[config.mk]
export PLATFORM = sky130hd
export DESIGN_NAME = attr_port
export DESIGN_NICKNAME = d
export VERILOG_FILES = /design/src/rtl/attr_port_pkg.sv /design/src/rtl/attr_seq_ctl.sv /design/src/rtl/attr_reg_bank.sv /design/src/rtl/attr_read_path.sv /design/src/rtl/attr_port.sv
export SDC_FILE = /design/constraint.sdc
export NUM_CORES = 1
export LEC_CHECK = 0
export BUFFER_PORTS_ARGS = -buffer_cell sky130_fd_sc_hd__buf_2
export CAP_MARGIN = 20
export CORE_ASPECT_RATIO = 0.5
export CORE_UTILIZATION = 57
export CTS_BUF_LIST = sky130_fd_sc_hd__clkbuf_4
export DETAILED_ROUTE_END_ITERATION = 6
export PLACE_DENSITY = 0.77
export SYNTH_ARGS = -nofsm -noshare
export SYNTH_HDL_FRONTEND = slang
export SYNTH_SLANG_ARGS = --single-unit
[constraint.sdc]
create_clock -name clk_i -period 1.8 [get_ports clk_i]
set_input_delay 0.45 -clock clk_i [delete_from_list [all_inputs] [get_ports clk_i]]
set_output_delay 0.45 -clock clk_i [all_outputs]
set_load 0.05 [all_outputs]
[src/rtl/attr_port_pkg.sv]
package attr_port_pkg;

  localparam int ATTR_DATA_W   = 8;
  localparam int ATTR_IDX_W    = 6;
  localparam int ATTR_SEL_W    = 5;
  localparam int ATTR_NUM_REGS = 21;

  typedef enum logic {
    PORT_SHARED = 1'b0,
    PORT_DATA   = 1'b1
  } port_sel_e;

  // Bits that survive a store into the register with the given number.
  function automatic logic [ATTR_DATA_W-1:0] store_mask(input int unsigned num);
    logic [ATTR_DATA_W-1:0] m;
    if (num < 16)       m = 8'h3F;
    else if (num == 16) m = 8'hEF;
    else if (num == 17) m = 8'hFF;
    else if (num == 18) m = 8'h3F;
    else if (num <= 20) m = 8'h0F;
    else                m = 8'h00;
    return m;
  endfunction

endpackage

[src/rtl/attr_seq_ctl.sv]
module attr_seq_ctl #(
  parameter int IDX_W = 6
) (
  input  logic             clk_i,
  input  logic             rst_i,
  input  logic             shared_wr_i,
  input  logic             stat_clr_i,
  input  logic [IDX_W-1:0] wdata_i,
  output logic             toggle_o,
  output logic [IDX_W-1:0] idx_o,
  output logic             data_we_o
);

  logic             toggle_q;
  logic [IDX_W-1:0] idx_q;

  // The write is decoded by the toggle value before the edge.
  assign data_we_o = shared_wr_i & toggle_q;

  always_ff @(posedge clk_i) begin
    if (rst_i) begin
      toggle_q <= 1'b0;
      idx_q    <= '0;
    end else begin
      if (shared_wr_i && !toggle_q) begin
        idx_q <= wdata_i;
      end
      if (stat_clr_i) begin
        toggle_q <= 1'b0;
      end else if (shared_wr_i) begin
        toggle_q <= ~toggle_q;
      end
    end
  end

  assign toggle_o = toggle_q;
  assign idx_o    = idx_q;

endmodule

[src/rtl/attr_reg_bank.sv]
module attr_reg_bank
  import attr_port_pkg::*;
#(
  parameter int NUM_REGS = 21,
  parameter int DATA_W   = 8,
  parameter int SEL_W    = 5
) (
  input  logic                             clk_i,
  input  logic                             rst_i,
  input  logic                             we_i,
  input  logic [SEL_W-1:0]                 sel_i,
  input  logic [DATA_W-1:0]                wdata_i,
  output logic [NUM_REGS-1:0][DATA_W-1:0]  regs_o
);

  for (genvar g = 0; g < NUM_REGS; g++) begin : g_reg
    localparam logic [DATA_W-1:0] MASK = DATA_W'(store_mask(g));
    logic [DATA_W-1:0] val_q;

    always_ff @(posedge clk_i) begin
      if (rst_i) begin
        val_q <= '0;
      end else if (we_i && (sel_i == SEL_W'(g))) begin
        val_q <= wdata_i & MASK;
      end
    end

    assign regs_o[g] = val_q;
  end

endmodule

[src/rtl/attr_read_path.sv]
module attr_read_path
  import attr_port_pkg::*;
#(
  parameter int NUM_REGS = 21,
  parameter int DATA_W   = 8,
  parameter int IDX_W    = 6,
  parameter int SEL_W    = 5
) (
  input  logic                            clk_i,
  input  logic                            rst_i,
  input  logic                            rd_en_i,
  input  logic                            addr_i,
  input  logic                            toggle_i,
  input  logic [IDX_W-1:0]                idx_i,
  input  logic [NUM_REGS-1:0][DATA_W-1:0] regs_i,
  output logic [DATA_W-1:0]               rdata_o
);

  localparam int PAD_W = DATA_W - IDX_W;

  logic [SEL_W-1:0]  sel;
  logic              in_range;
  logic [DATA_W-1:0] shared_val;
  logic [DATA_W-1:0] data_val;
  logic [DATA_W-1:0] rdata_q;

  assign sel      = idx_i[SEL_W-1:0];
  assign in_range = (int'(sel) < NUM_REGS);

  always_comb begin
    shared_val = toggle_i ? '0 : {{PAD_W{1'b0}}, idx_i};
    data_val   = '0;
    for (int k = 0; k < NUM_REGS; k++) begin
      if (in_range && (sel == SEL_W'(k))) begin
        data_val = regs_i[k];
      end
    end
  end

  always_ff @(posedge clk_i) begin
    if (rst_i) begin
      rdata_q <= '0;
    end else if (rd_en_i) begin
      rdata_q <= (port_sel_e'(addr_i) == PORT_SHARED) ? shared_val : data_val;
    end
  end

  assign rdata_o = rdata_q;

endmodule

[src/rtl/attr_port.sv]
module attr_port
  import attr_port_pkg::*;
#(
  parameter int NUM_REGS = ATTR_NUM_REGS,
  parameter int DATA_W   = ATTR_DATA_W,
  parameter int IDX_W    = ATTR_IDX_W,
  parameter int SEL_W    = ATTR_SEL_W
) (
  input  logic              clk_i,
  input  logic              rst_i,
  input  logic              addr_i,
  input  logic              wr_en_i,
  input  logic              rd_en_i,
  input  logic              stat_rd_i,
  input  logic [DATA_W-1:0] wdata_i,
  output logic [DATA_W-1:0] rdata_o
);

  logic                            shared_wr;
  logic                            toggle;
  logic [IDX_W-1:0]                idx;
  logic                            data_we;
  logic [NUM_REGS-1:0][DATA_W-1:0] regs;

  assign shared_wr = wr_en_i && (port_sel_e'(addr_i) == PORT_SHARED);

  attr_seq_ctl #(.IDX_W(IDX_W)) u_ctl (
    .clk_i       (clk_i),
    .rst_i       (rst_i),
    .shared_wr_i (shared_wr),
    .stat_clr_i  (stat_rd_i),
    .wdata_i     (wdata_i[IDX_W-1:0]),
    .toggle_o    (toggle),
    .idx_o       (idx),
    .data_we_o   (data_we)
  );

  attr_reg_bank #(.NUM_REGS(NUM_REGS), .DATA_W(DATA_W), .SEL_W(SEL_W)) u_bank (
    .clk_i   (clk_i),
    .rst_i   (rst_i),
    .we_i    (data_we),
    .sel_i   (idx[SEL_W-1:0]),
    .wdata_i (wdata_i),
    .regs_o  (regs)
  );

  attr_read_path #(.NUM_REGS(NUM_REGS), .DATA_W(DATA_W), .IDX_W(IDX_W), .SEL_W(SEL_W)) u_rd (
    .clk_i    (clk_i),
    .rst_i    (rst_i),
    .rd_en_i  (rd_en_i),
    .addr_i   (addr_i),
    .toggle_i (toggle),
    .idx_i    (idx),
    .regs_i   (regs),
    .rdata_o  (rdata_o)
  );

endmodule

Word-level counts from Yosys, hierarchy flattened --
Cells that the tools add are included.
Storage, ports and cells: input bits 14, output and inout port bits 8, bits in registers 140, logic and storage cells 118
Cells by class: reductions and logical operators 47, $lt $le $gt $ge 1, equal/unequal tests 20, bitwise operators 3, multiplexer cells 23
Operator list (number):
- 6-bit 2-to-1 mux | 17
- 8-bit 2-to-1 mux | 6
- 1-bit logical AND | 44
- 5-bit by 4-bit equality test with 1-bit output (second input constant) | 8
- 5-bit equality test (second input constant) | 5
- 5-bit by 3-bit equality test with 1-bit output (second input constant) | 4
- 5-bit by 2-bit equality test with 1-bit output (second input constant) | 2
- 5-bit by 1-bit equality test with 1-bit output (second input constant) | 1
- 5-bit logical NOT | 1
- 5-bit less-than comparator (second input constant) | 1
- 1-bit inverter | 2
- 2-bit OR reduction | 1
- 1-bit AND | 1
- 1-bit logical NOT | 1

Longest topological paths before layout --
depth after elaboration 24, depth in mapped cells 9, mapped depth without buffers 6

Modules after synthesis --
A second synthesis with hierarchy kept.
Second synthesis, totals: cells, all modules 875, area total of the unflattened synthesis 8052.7 sq um
By module, submodules not included:
- attr_reg_bank | seq. area each 2502.4 sq um, cells an instance 494, times used 1, area an instance 5327.6 sq um
- attr_read_path | seq. area each 160.2 sq um, cells an instance 350, times used 1, area an instance 2392.3 sq um
- attr_seq_ctl | seq. area each 140.1 sq um, cells an instance 30, times used 1, area an instance 319.1 sq um
- attr_port | seq. area each 0.0 sq um, cells an instance 1, times used 1, area an instance 13.8 sq um

Worst setup path before layout --
Ideal clock, no wire load.
kind input-to-reg, start point input addr_i, end point register u_bank.g_reg[10].val_q[0], required time 1.672 ns, data arrival time 1.646 ns, setup slack 0.026 ns, stages 7, library setup time 0.128 ns, buffers on the path 1, cells stage by stage nand2b_1 nor2_4 nand2_1 buf_2 nor2_2 mux2i_1 nor2_1
Between the ends: longest elaborated chain between the ends 4
Ends and longest elaborated chain:
- start, declared | line attr_port.sv:11 | input logic addr_i,
- 1-bit inverter
- 1-bit logical AND | line attr_port.sv:25 | assign shared_wr = wr_en_i && (port_sel_e'(addr_i) == PORT_SHARED);
- 1-bit AND | line attr_seq_ctl.sv:18 | assign data_we_o = shared_wr_i & toggle_q;
- 1-bit logical AND | line attr_reg_bank.sv:23 | end else if (we_i && (sel_i == SEL_W'(g))) begin
- end signal, assigned | line attr_reg_bank.sv:24 | val_q <= wdata_i & MASK;
- end, declared | line attr_reg_bank.sv:18 | logic [DATA_W-1:0] val_q;
No other way between the ends. A chain may end at the register's enable or synchronous reset.

Worst setup path after layout --
start point register u_ctl.idx_q[1], in the netlist u_ctl.idx_o[1], end point register u_rd.rdata_q[1], in the netlist u_rd.rdata_o[1]
Between the ends: longest elaborated chain between the ends 24, elaborated cells between the ends (all ways) 66, classes of those cells 1 x order compare; 20 x eq/ne; 23 x mux; 22 x reduce/logical
Ends and longest elaborated chain:
- start, declared | line attr_seq_ctl.sv:15 | logic [IDX_W-1:0] idx_q;
- start signal, assigned | line attr_seq_ctl.sv:26 | idx_q <= wdata_i;
- 5-bit less-than comparator or 5-bit logical NOT (tied branches) | line attr_read_path.sv:28, attr_read_path.sv:34
- 1-bit logical AND | line attr_read_path.sv:34 | if (in_range && (sel == SEL_W'(k))) begin
- 6-bit 2-to-1 mux (16 in series) | line attr_read_path.sv:34
- 8-bit 2-to-1 mux (5 in series) | line attr_read_path.sv:34
- 8-bit 2-to-1 mux (*) | line attr_read_path.sv:44 | rdata_q <= (port_sel_e'(addr_i) == PORT_SHARED) ? shared_val : data_val;
- end signal, assigned | line attr_read_path.sv:44
- end, declared | line attr_read_path.sv:25 | logic [DATA_W-1:0] rdata_q;
Every way passes the cells marked *; elsewhere a longest branch is shown, timed or not.

==> impl_metrics.py <==
metrics = {
    "status": {
        "status": "finished with violations",
        "violations": "negative setup slack",
    },
    "timing": {
        "finalCriticalPeriod_ps": 1934,
        "worst_pin_slew_ps": 658.0,
        "setup_ws_ps": -133.9,
        "relSlewSlack_pct": 56.13,
        "fmax_ghz": 0.5171,
        "rsz0062_at_grt": "yes",
        "timing.final.hold_violations": 0,
        "finalSetupViolations": 5,
        "skew_ps": 24.12,
        "min_period_over_period_pct": 107.4,
        "maxSlewViolCount": 0,
    },
    "yosys": {
        "synthDistinctLibCells": 60,
        "synth_area_leader_cell": "dfxtp_1",
        "ys_ff_latch": 140,
        "syn_inst": 892,
        "syn_area_per_cell_um2": 7.597,
        "synth_area_mm2": 0.006776,
        "netlist.area_leader.share_pct": 41.36,
        "postSynth.asyncResetShare_pct": 0,
        "syn-num-nets": 906,
        "synth_top_flop_cell": "dfxtp_1",
        "yosysWarnings": 0,
        "ys_top_cells_by_area": "dfxtp_1 (41%), a21oi_1 (11%), nand2_1 (8.8%)",
        "yosysSeqAreaShare_pct": 41.36,
        "synth_edf_count": 0,
    },
    "cts": {
        "clock-sinks": 140,
        "htree_num_levels": 4,
        "clockRootBuffer": "clkbuf_4",
        "cts_made_buffers": 17,
        "tritoncts": "done",
        "clockBufferDepth": 2,
        "clkSlewWorstSetupHoldPaths_ps": 140,
        "clkLatencyLatePin_ps": 550,
    },
    "grt": {
        "grt_antenna_before_repair": 0,
        "grt_pass1_vias": 6588,
        "overflow": 0,
        "grt_max_degree": 65,
        "grt_pass1_wl_mm": 35.88,
        "track_usage_pct": 38.58,
    },
    "finish": {
        "mostFrequentLayoutCells": "nand2_1 (156), a21oi_1 (144), dfxtp_1 (134)",
        "area_growth_pct": 23.21,
        "fin_area_mm2": 0.008349,
        "drive_gt1_share_pct": 24.95,
        "final_common_cell": "nand2_1",
        "num_antenna_cells": 0,
        "num-nets-final": 999,
    },
    "setup_path": {
        "cpLargestDelayFamily": "compound AO/OA/AOI/OAI gates",
        "crit_chain": "buf_12 -> or2_2 -> o31ai_1 -> a221oi_1 -> a221oi_2 -> a211oi_2 -> o21a_1",
        "cp-end-kind": "flop",
        "cp.required_ps": 2250,
        "r2r_start": "u_ctl.idx_o[1]",
        "worstSetupPathType": "flop to flop",
        "cp-start-kind": "flop",
        "cp-startpoint": "u_ctl.idx_o[1]",
        "arrival_ps": 2390,
        "slowest_stage": "dfxtp_4",
        "crit_fanout": 15,
        "cp_num_buf_inv": 1,
        "cpPeakStageDelay_ps": 400,
    },
    "pwr": {
        "combinationalPowerShare_pct": 12.3,
        "p_clk_share_pct": 34.7,
        "ir_worst_vdd_mv": 0.3613,
        "switching_share_pct": 30.22,
        "power.density_mw_per_mm2": 708.6,
        "power.internal_w": 0.004128,
        "seqPwrFrac_pct": 53.0,
        "switching_power_w": 0.001788,
        "leakagePower_nw": 2.823,
    },
    "drt": {
        "vias": 7333,
        "wl_per_cell_um": 20.15,
        "firstDrtPassIters": 7,
        "drc_errors": 0,
        "drt_iter0_markers": 940,
        "viasPerCell": 6.338,
        "ant_nets": 0,
        "routed_wl_mm": 23.31,
    },
    "floorplan": {
        "die_h_um": 79.10,
        "start_util_pct": 60.06,
        "num_io_pins": 22,
        "coreArea_mm2": 0.01128,
        "die_area_mm2": 0.01236,
        "placementRows": 27,
        "die_w_um": 156.2,
    },
    "run": {
        "maxCapViolations": 0,
    },
    "place": {
        "placed_area_mm2": 0.007800,
        "io_buffers": 21,
        "pre_cts_slack_ps": -247.9,
        "place_hpwl_mm": 16.14,
        "place_congestion": 1.007,
    },
    "worst_hold_path": {
        "hold_path_startpoint": "stat_rd_i",
        "hp-class": "input pin to flop",
    },
}
==> synthesized netlist by cell type (5+ instances only) <==
master    number
a31oi_1        6
o32ai_1        5
a211oi_1      10
inv_1          9
o21ai_0      101
o22ai_1        5
clkbuf_1      49
nor3_1         8
nand3_1       43
buf_1          6
nand2b_1      10
dfxtp_1      140
mux2_2         5
nor2_1        55
buf_2         22
a22oi_1        7
nor2b_1        6
nand2_1      159
mux2i_1       27
a21oi_1      149
==> kinds of logic (layout without fill, tap and decap cells) <==
| kind of cell | Yosys count | count (layout) | synth area share, % |
|---|---|---|---|
| buf+inv | 91 | 197 | 5.779 |
| compound gates | 323 | 323 | 27.25 |
| mux | 34 | 34 | 5.484 |
| flops | 140 | 140 | 41.36 |
| simple gates | 304 | 304 | 20.13 |
==> through the flow <==
step	setup TNS (ps)	instances	util (%)	hold WS, ps	power [W]
after floorplan	0	892	-	433.2	0.003562
after global placement	-1398	1120	69.13	440.5	0.003855
after detailed placement	-3325	1120	69.13	446.1	0.003855
after CTS	-114.0	1153	72.00	22.07	0.005849
after global routing	-537.0	1157	74.00	25.84	0.006073
final	-241.8	1157	74.00	25.50	0.005916
==> per-layer routing <==
layer / up-vias / routed length [um] / global-route usage [%]
li1: 3354 / - / -
met1: 3521 / 10220 / 54.74
met2: 408 / 10070 / 58.48
met3: 50 / 2432 / 6.168
met4: 0 / 585 / 15.49
met5: - / 0 / 0
==> flip-flops by register name (all words and copies together) (netlist names) <==
| register | flops |
|---|---|
| u_ctl.toggle_o | 1 |
| u_rd.rdata_o | 8 |
| u_ctl.idx_o | 6 |
| u_bank.g.val_q | 125 |
==> worst paths after layout <==
kind                                                  to  slack, ps  cells past startpoint
worst max register to register           u_rd.rdata_o[1]       -130                      7
worst min-delay path                      u_ctl.toggle_o         30                      2
worst max-delay path                     u_rd.rdata_o[1]       -130                      7
worst min register to register  u_bank.g_reg[8].val_q[0]        460                      2
==> layout make-up <==
cell class | count | area [um^2]
Multi-Input combinational cell | 661 | 3735
Fill cell | 952 | 2934
Sequential cell | 140 | 2820
Timing Repair Buffer | 155 | 1277
Tap cell | 159 | 198.9
Clock buffer | 19 | 142.6
Clock inverter | 13 | 133.9
Inverter | 10 | 41.29
==> power groups by stage <==
stage | clock [W] | combinational, W | sequential [W]
2_1_floorplan | 0 | 0.000343 | 0.00322
3_3_place_gp | 0 | 0.000654 | 0.00320
3_5_place_dp | 0 | 0.000653 | 0.00320
4_1_cts | 0.00205 | 0.000666 | 0.00313
5_1_grt | 0.00217 | 0.000763 | 0.00314
6_report | 0.00205 | 0.000729 | 0.00313
==> repair_timing <==
action                                  4_1_cts  5_1_grt
endpoints found under the setup margin       44       61
gates resized for setup                      13       46
setup buffers                                 1        3
hold buffers                                  0        0
gates cloned                                  0        1
endpoints found under the hold margin         0        0
pin swaps                                     4        8
No activity file was read; power rests on OpenSTA's default activity.
